==> src/rtl/irq_accept_pkg.sv <==
package irq_accept_pkg;
  localparam int VEC_W     = 8;
  localparam int EXC_VEC_W = 5;
  localparam int IDX_W     = 13;
  localparam int ERR_W     = IDX_W + 3;
  localparam int PL_W      = 2;
  localparam logic [VEC_W-1:0] NMI_VEC = 8'd2;
  localparam logic [VEC_W-1:0] GP_VEC  = 8'd13;

  typedef enum logic [2:0] {
    EV_NONE = 3'd0,
    EV_GP   = 3'd1,
    EV_EXC  = 3'd2,
    EV_NMI  = 3'd3,
    EV_MI   = 3'd4
  } ev_class_e;
endpackage

==> src/rtl/ie_flag_ctrl.sv <==
module ie_flag_ctrl
  import irq_accept_pkg::*;
(
  input  logic            clk,
  input  logic            rst_n,
  input  logic            sti,
  input  logic            cli,
  input  logic [PL_W-1:0] cpl,
  input  logic [PL_W-1:0] iopl,
  output logic            if_q,
  output logic            gp_raise
);
  logic cmd, allowed;

  assign cmd      = sti | cli;
  assign allowed  = (cpl <= iopl);
  assign gp_raise = cmd & ~allowed;

  always_ff @(posedge clk) begin
    if (!rst_n)              if_q <= 1'b0;
    else if (cmd && allowed) if_q <= ~cli;
  end

  // A refused command must not move the flag.
  assert_flag_kept_R7: assert property (@(posedge clk) disable iff (!rst_n)
    gp_raise |=> $stable(if_q));
endmodule

==> src/rtl/nmi_block_latch.sv <==
module nmi_block_latch (
  input  logic clk,
  input  logic rst_n,
  input  logic nmi_req,
  input  logic nmi_take,
  input  logic iret,
  output logic nmi_pend_q,
  output logic nmi_blocked_q
);
  logic blocked_eff;

  assign blocked_eff = nmi_blocked_q & ~iret;

  always_ff @(posedge clk) begin
    if (!rst_n) begin
      nmi_pend_q    <= 1'b0;
      nmi_blocked_q <= 1'b0;
    end else begin
      if (nmi_take)                     nmi_pend_q <= 1'b0;
      else if (nmi_req && !blocked_eff) nmi_pend_q <= 1'b1;
      if (nmi_take)  nmi_blocked_q <= 1'b1;
      else if (iret) nmi_blocked_q <= 1'b0;
    end
  end

  assert_take_blocks_R3: assert property (@(posedge clk) disable iff (!rst_n)
    nmi_take |=> nmi_blocked_q);
  assert_blocked_ignores_R4: assert property (@(posedge clk) disable iff (!rst_n)
    (nmi_blocked_q && !iret && !nmi_pend_q) |=> !nmi_pend_q);
endmodule

==> src/rtl/event_arbiter.sv <==
module event_arbiter
  import irq_accept_pkg::*;
(
  input  logic                 boundary,
  input  logic                 gp_pend,
  input  logic                 exc_req,
  input  logic [EXC_VEC_W-1:0] exc_vec,
  input  logic                 exc_has_err,
  input  logic                 exc_ext,
  input  logic                 exc_idt,
  input  logic [IDX_W-1:0]     exc_idx,
  input  logic                 nmi_pend,
  input  logic                 mi_req,
  input  logic [VEC_W-1:0]     mi_vec,
  input  logic                 if_q,
  output ev_class_e            sel,
  output logic [VEC_W-1:0]     vec,
  output logic                 err_valid,
  output logic [ERR_W-1:0]     err_code
);
  always_comb begin
    sel       = EV_NONE;
    vec       = '0;
    err_valid = 1'b0;
    err_code  = '0;
    if (boundary) begin
      if (gp_pend) begin
        sel       = EV_GP;
        vec       = GP_VEC;
        err_valid = 1'b1;
      end else if (exc_req) begin
        sel       = EV_EXC;
        vec       = {{(VEC_W-EXC_VEC_W){1'b0}}, exc_vec};
        err_valid = exc_has_err;
        if (exc_has_err) err_code = {exc_idx, 1'b0, exc_idt, exc_ext};
      end else if (nmi_pend) begin
        sel = EV_NMI;
        vec = NMI_VEC;
      end else if (mi_req && if_q) begin
        sel = EV_MI;
        vec = mi_vec;
      end
    end
  end
endmodule

==> src/rtl/irq_accept_unit.sv <==
module irq_accept_unit
  import irq_accept_pkg::*;
(
  input  logic        clk,
  input  logic        rst_n,
  input  logic        boundary_i,
  input  logic        exc_req_i,
  input  logic [4:0]  exc_vec_i,
  input  logic        exc_has_err_i,
  input  logic        exc_ext_i,
  input  logic        exc_idt_i,
  input  logic [12:0] exc_idx_i,
  input  logic        nmi_req_i,
  input  logic        mi_req_i,
  input  logic [7:0]  mi_vec_i,
  input  logic        iret_i,
  input  logic        sti_i,
  input  logic        cli_i,
  input  logic [1:0]  cpl_i,
  input  logic [1:0]  iopl_i,
  output logic        ev_valid_o,
  output logic [7:0]  ev_vec_o,
  output logic        ev_err_valid_o,
  output logic [15:0] ev_err_code_o,
  output logic        mi_ack_o,
  output logic        if_flag_o,
  output logic        nmi_blocked_o
);
  logic             if_q, gp_raise, gp_pend_q;
  logic             nmi_pend_q, nmi_blocked_q;
  ev_class_e        sel;
  logic [VEC_W-1:0] vec;
  logic             err_valid;
  logic [ERR_W-1:0] err_code;

  ie_flag_ctrl u_flag (
    .clk(clk), .rst_n(rst_n), .sti(sti_i), .cli(cli_i),
    .cpl(cpl_i), .iopl(iopl_i), .if_q(if_q), .gp_raise(gp_raise)
  );

  nmi_block_latch u_nmi (
    .clk(clk), .rst_n(rst_n), .nmi_req(nmi_req_i),
    .nmi_take(sel == EV_NMI), .iret(iret_i),
    .nmi_pend_q(nmi_pend_q), .nmi_blocked_q(nmi_blocked_q)
  );

  event_arbiter u_arb (
    .boundary(boundary_i), .gp_pend(gp_pend_q), .exc_req(exc_req_i),
    .exc_vec(exc_vec_i), .exc_has_err(exc_has_err_i), .exc_ext(exc_ext_i),
    .exc_idt(exc_idt_i), .exc_idx(exc_idx_i), .nmi_pend(nmi_pend_q),
    .mi_req(mi_req_i), .mi_vec(mi_vec_i), .if_q(if_q),
    .sel(sel), .vec(vec), .err_valid(err_valid), .err_code(err_code)
  );

  // Queued protection exception; a fresh refusal outranks consumption.
  always_ff @(posedge clk) begin
    if (!rst_n)             gp_pend_q <= 1'b0;
    else if (gp_raise)      gp_pend_q <= 1'b1;
    else if (sel == EV_GP)  gp_pend_q <= 1'b0;
  end

  always_ff @(posedge clk) begin
    if (!rst_n) begin
      ev_valid_o     <= 1'b0;
      ev_vec_o       <= '0;
      ev_err_valid_o <= 1'b0;
      ev_err_code_o  <= '0;
      mi_ack_o       <= 1'b0;
    end else begin
      ev_valid_o     <= (sel != EV_NONE);
      ev_vec_o       <= vec;
      ev_err_valid_o <= err_valid;
      ev_err_code_o  <= err_code;
      mi_ack_o       <= (sel == EV_MI);
    end
  end

  assign if_flag_o     = if_q;
  assign nmi_blocked_o = nmi_blocked_q;

  assert_valid_after_boundary_R10: assert property (@(posedge clk) disable iff (!rst_n)
    ev_valid_o |-> $past(boundary_i));
  assert_ack_needs_flag_R5: assert property (@(posedge clk) disable iff (!rst_n)
    mi_ack_o |-> (ev_valid_o && $past(if_flag_o)));
  assert_err_only_low_vec_R8: assert property (@(posedge clk) disable iff (!rst_n)
    ev_err_valid_o |-> (ev_valid_o && ev_vec_o < 8'd32));
  assert_gp_served_R7: assert property (@(posedge clk) disable iff (!rst_n)
    (gp_pend_q && boundary_i && !gp_raise) |=> (!gp_pend_q && ev_valid_o && ev_vec_o == GP_VEC));
endmodule

==> config.mk <==
export PLATFORM = sky130hd
export DESIGN_NAME = irq_accept_unit
export DESIGN_NICKNAME = d
export VERILOG_FILES = /design/src/rtl/irq_accept_pkg.sv /design/src/rtl/ie_flag_ctrl.sv /design/src/rtl/nmi_block_latch.sv /design/src/rtl/event_arbiter.sv /design/src/rtl/irq_accept_unit.sv
export SDC_FILE = /design/constraint.sdc
export NUM_CORES = 1
export LEC_CHECK = 0
export ABC_AREA = 1
export BUFFER_PORTS_ARGS = -buffer_cell sky130_fd_sc_hd__buf_4
export CORE_MARGIN = 4
export CORE_UTILIZATION = 43
export CTS_BUF_LIST = sky130_fd_sc_hd__clkbuf_4 sky130_fd_sc_hd__clkbuf_8
export DETAILED_ROUTE_END_ITERATION = 12
export GPL_TIMING_DRIVEN = 0
export PLACE_DENSITY = 0.82
export SYNTH_ARGS = -nofsm -noshare
export SYNTH_HDL_FRONTEND = slang
export SYNTH_SLANG_ARGS = --single-unit
==> constraint.sdc <==
create_clock -name clk -period 1.2 [get_ports clk]
set_clock_uncertainty 0.05 [all_clocks]
set_input_delay 0.24 -clock clk [delete_from_list [all_inputs] [get_ports clk]]
set_output_delay 0.24 -clock clk [all_outputs]
set_load 0.05 [all_outputs]
## Word level (Yosys, flattened, before mapping)

Cells that the tools add are included.

| storage, ports and cells | value |
|---|---|
| output and inout bits | 29 |
| bits of input ports | 42 |
| RAM bits | 0 |
| bits in read-only memories | 0 |
| flip-flop bits (word level) | 31 |
| logic and storage cells | 55 |
| memories | 0 |
| bits in latches | 0 |

| operators by class | value |
|---|---|
| mux-type cells | 15 |
| order comparisons | 1 |
| eq/ne operators | 3 |
| multiply operators | 0 |
| reduce and logical (&&, ||, !) cells | 13 |
| div/mod/pow operators | 0 |
| shift operators | 0 |
| bitwise gates (word level) | 11 |
| add/sub/neg operators | 0 |

Operators with widths:

| kind | count |
|---|---|
| $mux W3 | 5 |
| $mux W5 | 3 |
| $not A1 Y1 | 8 |
| $mux W1 | 6 |
| $reduce_or A6 Y1 | 1 |
| $reduce_or A5 Y1 | 1 |
| $mux W4 | 1 |
| $reduce_bool A2 Y1 | 2 |
| $reduce_or A4 Y1 | 1 |
| $eq A3 B1 Y1 const B | 1 |
| $eq A3 B2 Y1 const B | 1 |
| $eq A3 B3 Y1 const B | 1 |
| $logic_and A1 B1 Y1 | 3 |
| $reduce_bool A3 Y1 | 1 |
| $reduce_or A3 Y1 | 1 |
| $and A1 B1 Y1 | 2 |
| $le A2 B2 Y1 | 1 |
| $reduce_and A2 Y1 | 1 |
| $reduce_or A2 Y1 | 1 |
| $logic_not A1 Y1 | 1 |
| $or A1 B1 Y1 | 1 |

## Logic depth before layout (Yosys ltp)

Gate-level depths: netlist (run 1).

| logic depth | value |
|---|---|
| depth after elaboration | 9 |
| gate-level depth with buffers | 9 |
| mapped depth without buffers | 9 |

## By module

From an unflattened synthesis (run 1), not the netlist that was laid out.

| unflattened totals | value |
|---|---|
| cell total of the unflattened synthesis | 195 |
| area total of the unflattened synthesis | 1350.0 µm² |

By module, submodules not included:

| module | times used | cells an instance | seq. area each (µm²) | area each (µm²) |
|---|---|---|---|---|
| irq_accept_unit | 1 | 92 | 560.5 | 838.3 |
| event_arbiter | 1 | 76 | 0.0 | 329.1 |
| ie_flag_ctrl | 1 | 17 | 20.0 | 101.3 |
| nmi_block_latch | 1 | 10 | 40.0 | 81.3 |

## Worst setup path after synthesis (run 1)

OpenSTA, ideal clock, no wires.

| path | value |
|---|---|
| path type | register -> register |
| start point | register u_flag.if_q |
| end point | register ev_vec_o[4] |
| path slack | -186 ps |
| clock period less this slack | 1386 ps |
| library setup time | 58 ps |
| cell stages (with the launch flop) | 7 |
| arrival time | 1278 ps |
| data required time | 1092 ps |
| path buffers | 0 |
| path through | dfxtp_1 -> nand2_1 -> nor3_4 -> nand2_1 -> inv_1 -> nand2_1 -> nand2_1 |

| on the way | value |
|---|---|
| word-level cells in the longest chain between the ends | 4 |

Ends and longest elaborated chain:

| what | line | text |
|---|---|---|
| from (decl) | ie_flag_ctrl.sv:10 | `output logic if_q,` |
| from (signal assigned) | ie_flag_ctrl.sv:21 | `else if (cmd && allowed) if_q <= ~cli;` |
| $logic_and A1 B1 Y1 | event_arbiter.sv:39 | `end else if (mi_req && if_q) begin` |
| $mux W5 | event_arbiter.sv:39 |  |
| $mux W5 | event_arbiter.sv:36 | `end else if (nmi_pend) begin` |
| $mux W5 | event_arbiter.sv:31 | `end else if (exc_req) begin` |
| to (signal assigned) | irq_accept_unit.sv:71 | `ev_vec_o <= vec;` |
| to (decl) | irq_accept_unit.sv:22 | `output logic [7:0] ev_vec_o,` |

No other way between the ends.
A chain may end at the register's enable or synchronous reset.

## Worst setup path after layout (run 1)

| path | value |
|---|---|
| start point | register u_flag.if_q |
| end point | output port if_flag_o |

RTL lines:

| what | line | text |
|---|---|---|
| to (decl) | irq_accept_unit.sv:26 | `output logic if_flag_o,` |

No word-level cell between the ends.

==> flow_summary.ini, run 1 <==
[floorplan]
core_region_area_um2 = 2320
die-width_um = 58.3
boundaryPins = 71
die_h_um = 58.3
initial_utilization = 0.470
rows = 17
die_ar_um2 = 3400

[worst_setup_path]
timing.critical_path.max_delay_family = flip-flops
worst-r2r-cell-count = 6
setup.worst_path.start_class = flop
critical_path.max_stage_delay_ns = 0.37
path_buf_inv = 1
worst_path_max_delay_cell = dfxtp_2
worst_r2r_startpoint = u_flag.if_q$_SDFFE_PN0P_
r2r_slack_ns = 0.11
r2r-end = ev_vec_o[4]$_SDFF_PP0_
worstPathRequired_ns = 0.91
crit_path_max_fanout = 4
end_kind = primary output
cp.arrival_ns = 0.84
setup_crit_path_kind = flop to primary output
critical_path.cell_chain = buf_6

[synth]
yosys.area.top_type = dfxtp_1
ys_top_cells_by_count = 30 x dfxtp_1, 28 x inv_1, 16 x nand2_1
synthesis.nets = 169
syn_avg_cell_area_um2 = 8.71
netlist.area_leader.share = 0.552
top_count_cell_post_synth = dfxtp_1
synthesis.instances = 125
syn_area_um2 = 1090
synth_async_sr_flop_share = 0
yosysSeqAreaShare = 0.552
postSynth.topFlopCell = dfxtp_1
synth_edf_count = 0
yosys_warnings = 0
synth.distinct_cells = 20
postSynthRegisterBits = 30
post_synth_main_area_contributors = dfxtp_1 55%, inv_1 9.7%, a21oi_1 5.5%, nand2_1 5.5%, nor2_2 5.2%

[timing]
setup_slack_ns = 0.0686
fin_tns_setup_ns = 0
final.period_utilization = 0.943
final-setup-viol-count = 0
timing.final.max_slew_violations = 0
max_freq_ghz = 0.884
fin_crit_ns = 1.13
hold-worst-slack_ns = 0.0754
report.final.hold_viol_count = 0

[cells_and_area]
drive_above_1_share = 0.483
layout.cell_area.non_filler_um2 = 1710
layout.filler_cells = 181
area_delta_synth_final_pct = 57.4
insertedDiodeCount = 0
design.final.nets = 244

[drt]
number_of_iterations_in_the_first_detailed_routing_pass = 3
routed_wire_length_per_instance_um = 11.0
finalWirelength_mm = 2.53
route.vias.total = 995
remaining_drc_errors = 0
detail-route-antenna-nets = 0
first_iter_violations = 14
drt-vias-per-instance = 4.34

[hold_path]
hold_start = mi_vec_i[4]
holdPathEnd = ev_vec_o[4]$_SDFF_PP0_
worstHoldPathType = input port to flop
worst_hold_path.num_cells = 3

[place]
pre_cts_ws_ns = 0.0212
numPortBuffers = 68
post-dp-hpwl_mm = 2.08
dpl_cell_area_um2 = 1640
place_congestion = 0.772

[global_routing]
first_global_vias = 1013
grt_pass1_wl_mm = 4.24
grt_use_total = 0.167
grt_start_max_net_pins = 11
antenna_found_initial = 0
grt_overflow_total = 0

[clock_tree]
cts-root-to-sink-buffers = 2
cts_bufs_inserted = 5
cts_root_buf = clkbuf_4
cts_num_sinks = 30
clock_insertion_delay_worst_skew_ns = 0.31
tritoncts = yes
h-tree-depth = 2
postCtsSetupBuffers = 0
cts.reportedPaths.clkPinSlew_ns = 0.09

[power_and_ir_drop]
leakage_nw = 0.930
power.density_cell_area_nw_per_um2 = 1190
totalPowerFinal_mw = 2.04
ir_drop_mv = 1.08

[run]
maxCapViolCount = 0

[status]
run_status = finished clean
[layer usage]
metal,share of wire,global-route usage
met1,0.36,0.163
met2,0.53,0.303
met3,0.10,0.0789
met4,0.0055,0.0596
met5,0,0
[report_power, final]
part           leakage (nW)  switching (mW)  internal, mW  total, mW
sequential            0.244          0.0211          1.03       1.05
combinational         0.647           0.202         0.164      0.367
clock                0.0387           0.314         0.306      0.621
[registers in the layout, summed over array words and instances (netlist names)]
name and count:
u_flag.if_q 1, u_nmi.nmi_blocked_q 1, ev_err_valid_o 1, gp_pend_q 1
u_nmi.nmi_pend_q 1, ev_valid_o 1, mi_ack_o 1, ev_err_code_o 15
ev_vec_o 8
[stage by stage]
stage	instances	utilization
floorplan	125	-
global placement	221	0.705
detailed placement	221	0.705
CTS	229	0.733
global route	229	0.739
finish	229	0.739
[cells by family after synthesis]
group	share of synthesized area
flops	0.552
compound gates	0.0678
simple gates	0.233
other cells	0.00344
fa+ha+maj	0.0230
buf+inv	0.121
[worst reg2reg max path: stages, from the launching register on]
cell and delay [ns]:
dfxtp_2 0.37, nand2_1 0.11, nor3_4 0.21, nand2_2 0.11, inv_1 0.08, nand2_1 0.05, nand2_1 0.05
[worst max path at each step]
stage,end,depth (start not counted),from
after floorplan,ev_vec_o[4]$_SDFF_PP0_,6,u_flag.if_q$_SDFFE_PN0P_
after global placement,u_flag.if_q$_SDFFE_PN0P_,7,cpl_i[1]
after detailed placement,u_flag.if_q$_SDFFE_PN0P_,8,cpl_i[1]
after CTS,if_flag_o,1,u_flag.if_q$_SDFFE_PN0P_
after global routing,ev_vec_o[4]$_SDFF_PP0_,6,u_flag.if_q$_SDFFE_PN0P_
final,if_flag_o,1,u_flag.if_q$_SDFFE_PN0P_
[area by class of cell]
type | instances | area, um2 | share of cell area
sequential | 30 | 602 | 0.351
timing repair buffer | 68 | 522 | 0.305
multi-input combinational | 64 | 359 | 0.210
inverter | 28 | 105 | 0.0614
clock buffer | 7 | 58.8 | 0.0343
tap | 28 | 35.0 | 0.0205
buffer | 3 | 26.3 | 0.0153
clock inverter | 1 | 5.00 | 0.00292
[cells in the final DEF (no fill, tap or decap), types with 2 or more instances in the layout]
master,netlist,final
clkbuf_4,0,6
buf_4,2,67
nand3_1,3,3
a21oi_1,12,12
buf_6,1,4
inv_1,28,28
nand2_2,1,2
nor2_4,2,2
nand2_1,16,15
dfxtp_1,30,29
nor2_1,11,11
nor2_2,9,9
ha_1,2,2
[repair_timing]
item	in CTS	in global routing
endpoints found under the setup margin	0	4
hold buffers	0	0
resized for setup	0	4
(Power assumes the default switching activity.)
==> run 2: changes to the inputs <==
CORE_UTILIZATION = 46   (was 43)
PLACE_DENSITY = 0.81   (was 0.82)
SYNTH_HIERARCHICAL = 1   (was not set)
==> flow_summary.ini, run 2 <==
[worst_setup_path]
worstPathRequired_ns = 1.37
critical_path.max_stage_delay_ns = 0.38
timing.critical_path.max_delay_family = simple AND/OR/NAND/NOR gates
critPathLaunch = gp_pend_q$_SDFFE_PN0P_
path_buf_inv = 3
critical_path.cell_chain = nor2_4 -> inv_2 -> nor2_4 -> inv_2 -> nor3_2 -> inv_1 -> nand2_2 -> a21oi_2
end_kind = flop
setup_crit_path_kind = flop to flop
cp.arrival_ns = 1.38
worst_path_max_delay_cell = dfxtp_4
setup.worst_path.start_class = flop
worst_r2r_startpoint = gp_pend_q$_SDFFE_PN0P_
crit_path_max_fanout = 4

[synth]
yosys_warnings = 6
synthesis.nets = 239
synth_async_sr_flop_share = 0
postSynthRegisterBits = 31
syn_avg_cell_area_um2 = 6.92
syn_area_um2 = 1350
postSynth.topFlopCell = dfxtp_1
synth.distinct_cells = 18
post_synth_main_area_contributors = dfxtp_1 46%, nand2_1 15%, inv_1 13%, nor2_1 7.2%, a21oi_1 3.7%
synthesis.instances = 195
yosysSeqAreaShare = 0.460
synth_edf_count = 0
netlist.area_leader.share = 0.460
yosys.area.top_type = dfxtp_1
ys_top_cells_by_count = 55 x nand2_1, 47 x inv_1, 31 x dfxtp_1
top_count_cell_post_synth = nand2_1

[timing]
final.period_utilization = 1.01
grt_setup_unrepaired = true
final-setup-viol-count = 1
fin_crit_ns = 1.21
setup_slack_ns = -0.0119
report.final.hold_viol_count = 0
max_freq_ghz = 0.825
hold-worst-slack_ns = 0.0977
timing.final.max_slew_violations = 0

[cells_and_area]
seq_area_um2 = 631
final_cell_mix = 76 x buf_4, 52 x nand2_1, 41 x inv_1
register_with_the_most_flip_flops = ev_err_code_o
commonest_non_fill_non_tap_cell_in_the_layout = buf_4
drive_above_1_share = 0.421
largest_registers = ev_err_code_o (16), ev_vec_o (8)
area_delta_synth_final_pct = 56.9
design.final.nets = 323
layout.filler_cells = 224
insertedDiodeCount = 0
largest_register_ff_count = 16
multi_input_gate_area_um2 = 529

[hold_path]
worstHoldPathType = input port to flop
hold_start = cli_i

[drt]
routed_wire_length_per_instance_um = 10.6
first_iter_violations = 48
number_of_iterations_in_the_first_detailed_routing_pass = 4
remaining_drc_errors = 0
detail-route-antenna-nets = 0
drt-vias-per-instance = 4.38
finalWirelength_mm = 3.29
route.vias.total = 1362

[global_routing]
grt_use_total = 0.170
grt_start_max_net_pins = 11
grt_overflow_total = 0
first_global_vias = 1252
grt_pass1_wl_mm = 5.40
antenna_found_initial = 0

[floorplan]
die_h_um = 62.2
core_region_area_um2 = 2780
die-width_um = 62.2
rows = 19
die_ar_um2 = 3870
boundaryPins = 71
initial_utilization = 0.485

[status]
violations = setup timing
run_status = finished, violations left

[clock_tree]
cts-root-to-sink-buffers = 2
h-tree-depth = 2
tritoncts = yes
cts_root_buf = clkbuf_4
cts_bufs_inserted = 5
cts.reportedPaths.clkPinSlew_ns = 0.10
clock_insertion_delay_worst_skew_ns = 0.32
cts_num_sinks = 31

[place]
pre_cts_ws_ns = -0.354
post-dp-hpwl_mm = 2.46
place_congestion = 0.780
numPortBuffers = 70

[power_and_ir_drop]
power.density_cell_area_nw_per_um2 = 1160
ir_drop_mv = 1.10
leakage_nw = 1.25

[run]
maxCapViolCount = 0
-- run 2: cell types whose count changed after synthesis, sizes merged, moves of 2 or more --
cell	change
nor2	+5
nand2	+42
buf	+3
or2	-2
inv	+20
nand3	+2
-- run 2: layout make-up --
cell class                      instances  area share
Sequential cell                        31       0.298
Timing Repair Buffer                   77       0.278
Multi-Input combinational cell        110       0.250
Inverter                               48      0.0868
Buffer                                  6      0.0284
Clock buffer                            6      0.0242
Tap cell                               31      0.0183
Clock inverter                          2      0.0165
-- run 2: stage by stage --
| step | TNS, ns | utilization | std cells | area, um2 | power [mW] |
|---|---|---|---|---|---|
| 2_1_floorplan | -0.0842 | - | 195 | 1360 | 1.39 |
| 3_3_place_gp | -1.75 | 0.692 | 296 | 1930 | 1.57 |
| 3_5_place_dp | -1.94 | 0.692 | 296 | 1930 | 1.58 |
| 4_1_cts | -0.00337 | 0.747 | 308 | 2080 | 2.45 |
| 5_1_grt | -0.355 | 0.762 | 311 | 2120 | 2.57 |
| 6_report | -0.0119 | 0.762 | 311 | 2120 | 2.45 |
-- run 2: what timing repair did --
action,in CTS,in global routing
pin swaps,4,6
buffers inserted,4,3
gates resized for setup,13,7
endpoints found under the setup margin,6,19
hold buffers,0,0
endpoints found under the hold margin,0,0
cloned,0,0
-- run 2: final timing paths --
path,end,slack [ns],cells past startpoint
max,u_nmi/nmi_pend_q$_SDFFE_PP0P_,-0.01,8
min,u_flag/if_q$_SDFFE_PN0P_,0.1,4
max reg2reg,u_nmi/nmi_pend_q$_SDFFE_PP0P_,-0.01,8
min reg2reg,u_nmi/nmi_pend_q$_SDFFE_PP0P_,0.44,2
-- run 2: cell families after synthesis --
| family | after synthesis | share of synthesized area |
|---|---|---|
| simple gates | 94 | 0.287 |
| flops | 31 | 0.460 |
| fa+ha+maj | 2 | 0.0185 |
| other cells | 1 | 0.00278 |
| buf+inv | 54 | 0.178 |
| compound gates | 13 | 0.0538 |
-- run 2: worst reg2reg max path: cells and delay by family (launching register included) --
family / cells / cell delay, ns
simple gates: 4 / 0.43
flops: 1 / 0.38
buf+inv: 3 / 0.22
compound gates: 1 / 0.03
-- run 2: routing by layer --
layer,up-vias,wire length [um],GRT usage
met5,-,0,0
met3,4,320,0.0739
met4,0,44,0.0488
met2,56,1580,0.277
met1,578,1350,0.201
li1,724,-,-
-- run 2: power by group --
part	switching [mW]	total [mW]	internal, mW
clock	0.343	0.835	0.492
combinational	0.292	0.526	0.234
sequential	0.0217	1.09	1.06
==> run 3: changes to the inputs <==
CORE_UTILIZATION = 50   (was 46)
PLACE_DENSITY = 0.88   (was 0.81)
clock period = 1.48 ns   (was 1.2 ns; I/O delays follow)
==> flow_summary.ini, run 3 (synthesis results as in run 2) <==
[status]
run_status = finished clean

[power_and_ir_drop]
ir_drop_mv = 0.926
totalPowerFinal_mw = 1.84
power.density_cell_area_nw_per_um2 = 913
leakage_nw = 1.23

[cells_and_area]
postLayoutCoreUtil = 0.801
drive_above_1_share = 0.355
insertedDiodeCount = 0
final_cell_mix = 75 x buf_4, 55 x nand2_1, 47 x inv_1
largest_registers = ev_err_code_o (16), ev_vec_o (8)
area_delta_synth_final_pct = 49.7
commonest_non_fill_non_tap_cell_in_the_layout = buf_4
largest_register_ff_count = 16
register_with_the_most_flip_flops = ev_err_code_o
design.final.nets = 319

[timing]
setup_slack_ns = 0.143
final-setup-viol-count = 0
timing.final.max_slew_violations = 0
final.period_utilization = 0.903
hold-worst-slack_ns = 0.167
fin_crit_ns = 1.34
max_freq_ghz = 0.748
report.final.hold_viol_count = 0

[floorplan]
die_ar_um2 = 3600
boundaryPins = 71
initial_utilization = 0.535
die-width_um = 60.0
core_region_area_um2 = 2520
die_h_um = 60.0
rows = 18

[hold_path]
worstHoldPathType = input port to flop

[worst_setup_path]
path_buf_inv = 2
timing.critical_path.max_delay_family = simple AND/OR/NAND/NOR gates
critical_path.max_stage_delay_ns = 0.40
cp.arrival_ns = 1.51
crit_path_max_fanout = 5
critical_path.cell_chain = nor2_1 -> nor2_1 -> inv_1 -> nor3_2 -> inv_1 -> nand2_1 -> a21oi_2
end_kind = flop
setup_crit_path_kind = flop to flop
worstPathRequired_ns = 1.66
setup.worst_path.start_class = flop
worst_path_max_delay_cell = dfxtp_1

[clock_tree]
cts-root-to-sink-buffers = 2
cts_root_buf = clkbuf_4
cts.reportedPaths.clkPinSlew_ns = 0.10
cts_bufs_inserted = 5
cts_hold_buffers = 0
tritoncts = yes
clock_insertion_delay_worst_skew_ns = 0.32
cts_num_sinks = 31
h-tree-depth = 2

[global_routing]
grt_start_max_net_pins = 11
first_global_vias = 1295
antenna_found_initial = 0
grt_pass1_wl_mm = 5.21
grt_overflow_total = 0
grt_use_total = 0.198

[place]
post-dp-hpwl_mm = 2.39
pre_cts_ws_ns = -0.0995
place_congestion = 0.815
numPortBuffers = 70

[drt]
routed_wire_length_per_instance_um = 10.6
remaining_drc_errors = 0
drt-vias-per-instance = 4.40
detail-route-antenna-nets = 0
route.vias.total = 1345
first_iter_violations = 38
number_of_iterations_in_the_first_detailed_routing_pass = 4
finalWirelength_mm = 3.25

[run]
maxCapViolCount = 0
[run 3: cell count changes in the layout (fill, tap and decap cells not counted), moves of 3 or more]
| cell | previous run | this run |
|---|---|---|
| nand2_1 | 52 | 55 |
| nor2_1 | 23 | 26 |
| nand2_2 | 7 | 4 |
| inv_2 | 6 | 1 |
| inv_1 | 41 | 47 |
| buf_6 | 7 | 4 |
| dfxtp_1 | 27 | 30 |
[run 3: power by group]
| part | leakage, nW | internal [mW] | total [mW] | switching, mW |
|---|---|---|---|---|
| clock | 0.0420 | 0.298 | 0.571 | 0.273 |
| sequential | 0.253 | 0.863 | 0.880 | 0.0175 |
| combinational | 0.936 | 0.172 | 0.393 | 0.221 |
[run 3: final cells by class]
class,instances,area [um2]
tap,30,37.5
sequential,31,624
timing repair buffer,73,548
multi-input combinational,110,498
buffer,6,60.1
clock buffer,8,72.6
fill,181,502
inverter,48,180
[run 3: worst reg2reg max path: stages (launching register included)]
cell	delay (ns)
dfxtp_1	0.40
nor2_1	0.13
nor2_1	0.20
inv_1	0.11
nor3_2	0.18
inv_1	0.07
nand2_1	0.07
a21oi_2	0.03
[run 3: per-layer routing]
layer	part of all wire	vias to the layer above	track usage
met5	0	-	0
met4	0.019	0	0.0759
met3	0.077	7	0.0713
met2	0.52	46	0.360
met1	0.39	575	0.204
li1	-	717	-
[run 3: final timing paths]
kind,start,to,slack [ns],depth (start not counted)
setup / recovery,u_nmi/nmi_pend_q$_SDFFE_PP0P_,u_nmi/nmi_pend_q$_SDFFE_PP0P_,0.14,7
setup reg to reg,u_nmi/nmi_pend_q$_SDFFE_PP0P_,u_nmi/nmi_pend_q$_SDFFE_PP0P_,0.14,7
hold reg to reg,u_nmi/nmi_blocked_q$_SDFFE_PN0P_,u_nmi/nmi_blocked_q$_SDFFE_PN0P_,0.44,2
hold / removal,cli_i,u_flag/if_q$_SDFFE_PN0P_,0.17,4
[run 3: repair_timing]
item	in CTS	in global routing
pin swaps	1	0
buffers inserted	3	0
gates resized for setup	0	4
gates cloned	0	0
setup endpoints to repair	2	3
hold endpoints to repair	0	0
[run 3: metrics by stage]
step	area (um2)	setup TNS [ns]	cells
finish	2020	0	306
global route	2020	-0.00262	306
CTS	2010	0	306
detailed placement	1910	-0.188	295
global placement	1910	-0.140	295
floorplan	1350	0	195
